$ cat config.mk
export PLATFORM = sky130hd
export DESIGN_NAME = serial_baseclk_gen
export DESIGN_NICKNAME = d
export VERILOG_FILES = /design/src/rtl/serial_baseclk_gen.sv
export SDC_FILE = /design/constraint.sdc
export NUM_CORES = 1
export LEC_CHECK = 0
export BUFFER_PORTS_ARGS = -buffer_cell sky130_fd_sc_hd__buf_4
export CORE_AREA = 2 2 39 41
export DETAILED_ROUTE_END_ITERATION = 16
export DIE_AREA = 0 0 41 43
export SKIP_LAST_GASP = 1
export SLEW_MARGIN = 30
export SYNTH_ARGS = -nofsm -noshare
export SYNTH_HDL_FRONTEND = slang
export SYNTH_SLANG_ARGS = --single-unit
$ cat constraint.sdc
create_clock -name clk -period 1.5 [get_ports clk]
set_input_delay 0.3 -clock clk [delete_from_list [all_inputs] [get_ports clk]]
set_output_delay 0.3 -clock clk [all_outputs]
set_load 0.01 [all_outputs]
$ cat src/rtl/serial_baseclk_gen.sv
module serial_baseclk_gen (
  input  logic       clk,
  input  logic       rst_n,
  input  logic       async_mode,
  input  logic       sclk_dir_in,
  input  logic       edge_fall,
  input  logic [1:0] src_sel,
  input  logic       baud_tick,
  input  logic       timer_match,
  input  logic       sclk_in,
  output logic       base_en,
  output logic       sclk_out,
  output logic       sclk_oe
);
  localparam int CTL_W = 5;

  logic [CTL_W-1:0] ctl, ctl_q;
  logic [2:0]       pin_sy;
  logic             sclk_q, base_q, pick;

  assign ctl = {async_mode, sclk_dir_in, edge_fall, src_sel};

  wire ctl_chg  = ctl != ctl_q;
  wire pin_rise = pin_sy[1] & ~pin_sy[2];
  wire pin_fall = ~pin_sy[1] & pin_sy[2];
  wire sync_out = ~async_mode & ~sclk_dir_in;

  always_comb begin
    if (!async_mode)
      pick = sclk_dir_in ? (edge_fall ? pin_fall : pin_rise) : (baud_tick & ~sclk_q);
    else
      case (src_sel)
        2'b00:   pick = baud_tick;
        2'b01:   pick = 1'b1;
        2'b10:   pick = timer_match;
        default: pick = pin_rise;
      endcase
  end

  always_ff @(posedge clk) begin
    if (!rst_n) begin
      pin_sy <= {3{sclk_in}};
      ctl_q  <= ctl;
      sclk_q <= 1'b1;
      base_q <= 1'b0;
    end else begin
      pin_sy <= {pin_sy[1:0], sclk_in};
      ctl_q  <= ctl;
      base_q <= pick & ~ctl_chg;
      sclk_q <= (sync_out & ~ctl_chg) ? (sclk_q ^ baud_tick) : 1'b1;
    end
  end

  assign base_en  = base_q;
  assign sclk_out = sclk_q;
  assign sclk_oe  = sync_out;
endmodule

==> results.cfg <==
[floorplan]
start_util = 0.273
row_count = 14
die_y_um = 43
die_x_um = 41
core_area_um2 = 1380
die_area_um2 = 1760
num_io_pins = 13

[logic_synthesis]
yosysTopAreaCellShare = 0.530
syn_area_per_cell_um2 = 10.5
synth_nets = 47
ys_warn_count = 0
syn-cell-area_um2 = 378
synthTopCellsByArea = dfxtp_1 (53%), xnor2_1 (12%), nand2_1 (7.0%)
postSynthCellCount = 36
netlist.top_cell.by_area = dfxtp_1
synth_cell_types = 16
synth-seq-cells = 10
ys_seq_area_frac = 0.530

[setup_path]
cp.arrival_ns = 1.48
startpoint = pin_sy[1]$_DFF_P_
end_kind = register
critical_path.top_delay_family = compound AO/OA/AOI/OAI gates
critPathBufInv = 0
r2r-start = pin_sy[1]$_DFF_P_
crit_fanout = 4
r2r_end = base_en$_SDFF_PN0_
worst-setup-path-type = register to register
max_stage_delay_ns = 0.35
cp_slowest_cell = dfxtp_1
crit_required_ns = 1.68
crit_chain = or3b_1 -> a311o_1 -> a211oi_2
reg2reg_depth = 3
crit_path_start_kind = register
rrSetupSlack_ns = 0.20

[layout]
instances_no_fill = 67
fillers = 152
final_cell_mix = buf_4 (12), dfxtp_1 (10), nand2_1 (7)
area_growth_pct = 35.1
drive_gt1_frac = 0.333
final_common_cell = buf_4
final_nets = 64
final_design_area_no_fill_um2 = 510
n_antenna_cell = 0

[pwr]
power.total_uw = 521
powerDensity_nw_per_um2 = 1020
ir_worst_vdd_uv = 479
p_sw_uw = 112
internal-power_uw = 409
switching_share = 0.215
p_clk_frac = 0.329
pwr-share-seq = 0.548
combPwrFrac = 0.123
power.leakage_nw = 0.225

[run]
maxCapViolCount = 0

[route]
avgViaCountPerCell = 4.34
drt-initial-drc-count = 0
drc = 0
wire_per_inst_um = 9.13
totalWireLength_um = 612
dr_total_vias = 291
first_pass_iters = 1
ant_nets = 0

[timing]
post-route-period-util = 0.869
timing.setup.tns_ns = 0
hold_viol = 0
worst_pin_slew_ns = 0.215
skew_ns = 0.000369
worst_hold_slack_ns = 0.155
setup_violations = 0
max_clock_freq_mhz = 767
rsz0062_at_grt = no
worst_slew_margin_rel = 0.856
fin_crit_ns = 1.30
slew_viol_final = 0

[placed_design]
dp.cells = 64
placed_cell_area_um2 = 488
io_buffers = 12
gp_congestion = 0.624

[clocking]
htreeDepth = 1
path_clk_slew_ns = 0.06
cts_buffers = 3
clk-insertion-delay-late_ns = 0.25
cts_hold_buf = 0
post_cts_buffers = 0
cts_sinks = 10
tritoncts = built
cts_buffer_depth = 2
cts_resized = 0
cts_root_buf = clkbuf_4

[global_routing]
grt_pass1_vias = 248
grt_max_degree = 6
antenna_found_initial = 0
grt_pass1_wl_um = 917
grt_use_total = 0.0818
grt_overflow = 0

[worst_hold_path]
hp-class = input pin to register
hold_end = pin_sy[0]$_DFF_P_
worstHoldStart = sclk_in
hold_depth = 1

[run_status]
status = completed
[Yosys cell counts (all sizes together)]
| library cell | instances |
|---|---|
| nand4 | 1 |
| nand2 | 7 |
| ha | 1 |
| mux2 | 1 |
| nand2b | 1 |
| or3b | 1 |
| a311o | 1 |
| or3 | 1 |
| a211oi | 1 |
| nor2b | 1 |
| o221ai | 1 |
| nor2 | 2 |
| nand3b | 1 |
| xnor2 | 5 |
| dfxtp | 10 |
| inv | 1 |
[metrics by stage]
stage,utilization,setup WS (ns)
after floorplan,-,0.261
after global placement,0.353,0.133
after detailed placement,0.353,0.114
after CTS,0.369,0.182
after global routing,0.369,0.161
final,0.369,0.196
[routing by layer]
metal / wire length (um) / track usage
met1: 303 / 0.0951
met2: 253 / 0.106
met3: 54 / 0.0314
met4: 0 / 0.0800
met5: 0 / 0
[power by group through the flow]
stage	sequential [mW]	clock, mW	combinational (mW)
final	0.286	0.172	0.0641
after global routing	0.287	0.197	0.0711
after CTS	0.286	0.183	0.0650
after detailed placement	0.292	0	0.0648
after global placement	0.291	0	0.0647
after floorplan	0.291	0	0.0320
[flip-flops by register name, indices dropped and copies added, names as in the netlist]
register / flops
ctl_q: 5
base_en: 1
pin_sy: 3
sclk_out: 1
[layout make-up]
class / count / area, um2 / area share
well taps: 16 / 20.0 / 0.0392
multi-input cells: 25 / 174 / 0.341
repair buffers: 12 / 90.1 / 0.176
clock buffers: 3 / 22.5 / 0.0441
flip-flops and latches: 10 / 200 / 0.392
inverters: 1 / 3.75 / 0.00735
[logic make-up after synthesis]
group	count (synthesis)	synth area share
AOI/OAI and AO/OA	3	0.0828
xor gates and xnor gates	5	0.116
adders and majority gates	1	0.0331
buffers and inverters	1	0.00992
DFF	10	0.530
muxes	1	0.0298
and+or+nand+nor	15	0.199
[how the worst max path moves through the flow]
stage                    endpoint  slack, ns  depth (start not counted)
5_1_grt        base_en$_SDFF_PN0_       0.16                          3
3_5_place_dp   base_en$_SDFF_PN0_       0.11                          4
2_1_floorplan  base_en$_SDFF_PN0_       0.26                          3
4_1_cts        base_en$_SDFF_PN0_       0.18                          3
6_report       base_en$_SDFF_PN0_       0.20                          3
3_3_place_gp   base_en$_SDFF_PN0_       0.13                          4
Power figures use the tool's default switching activity.
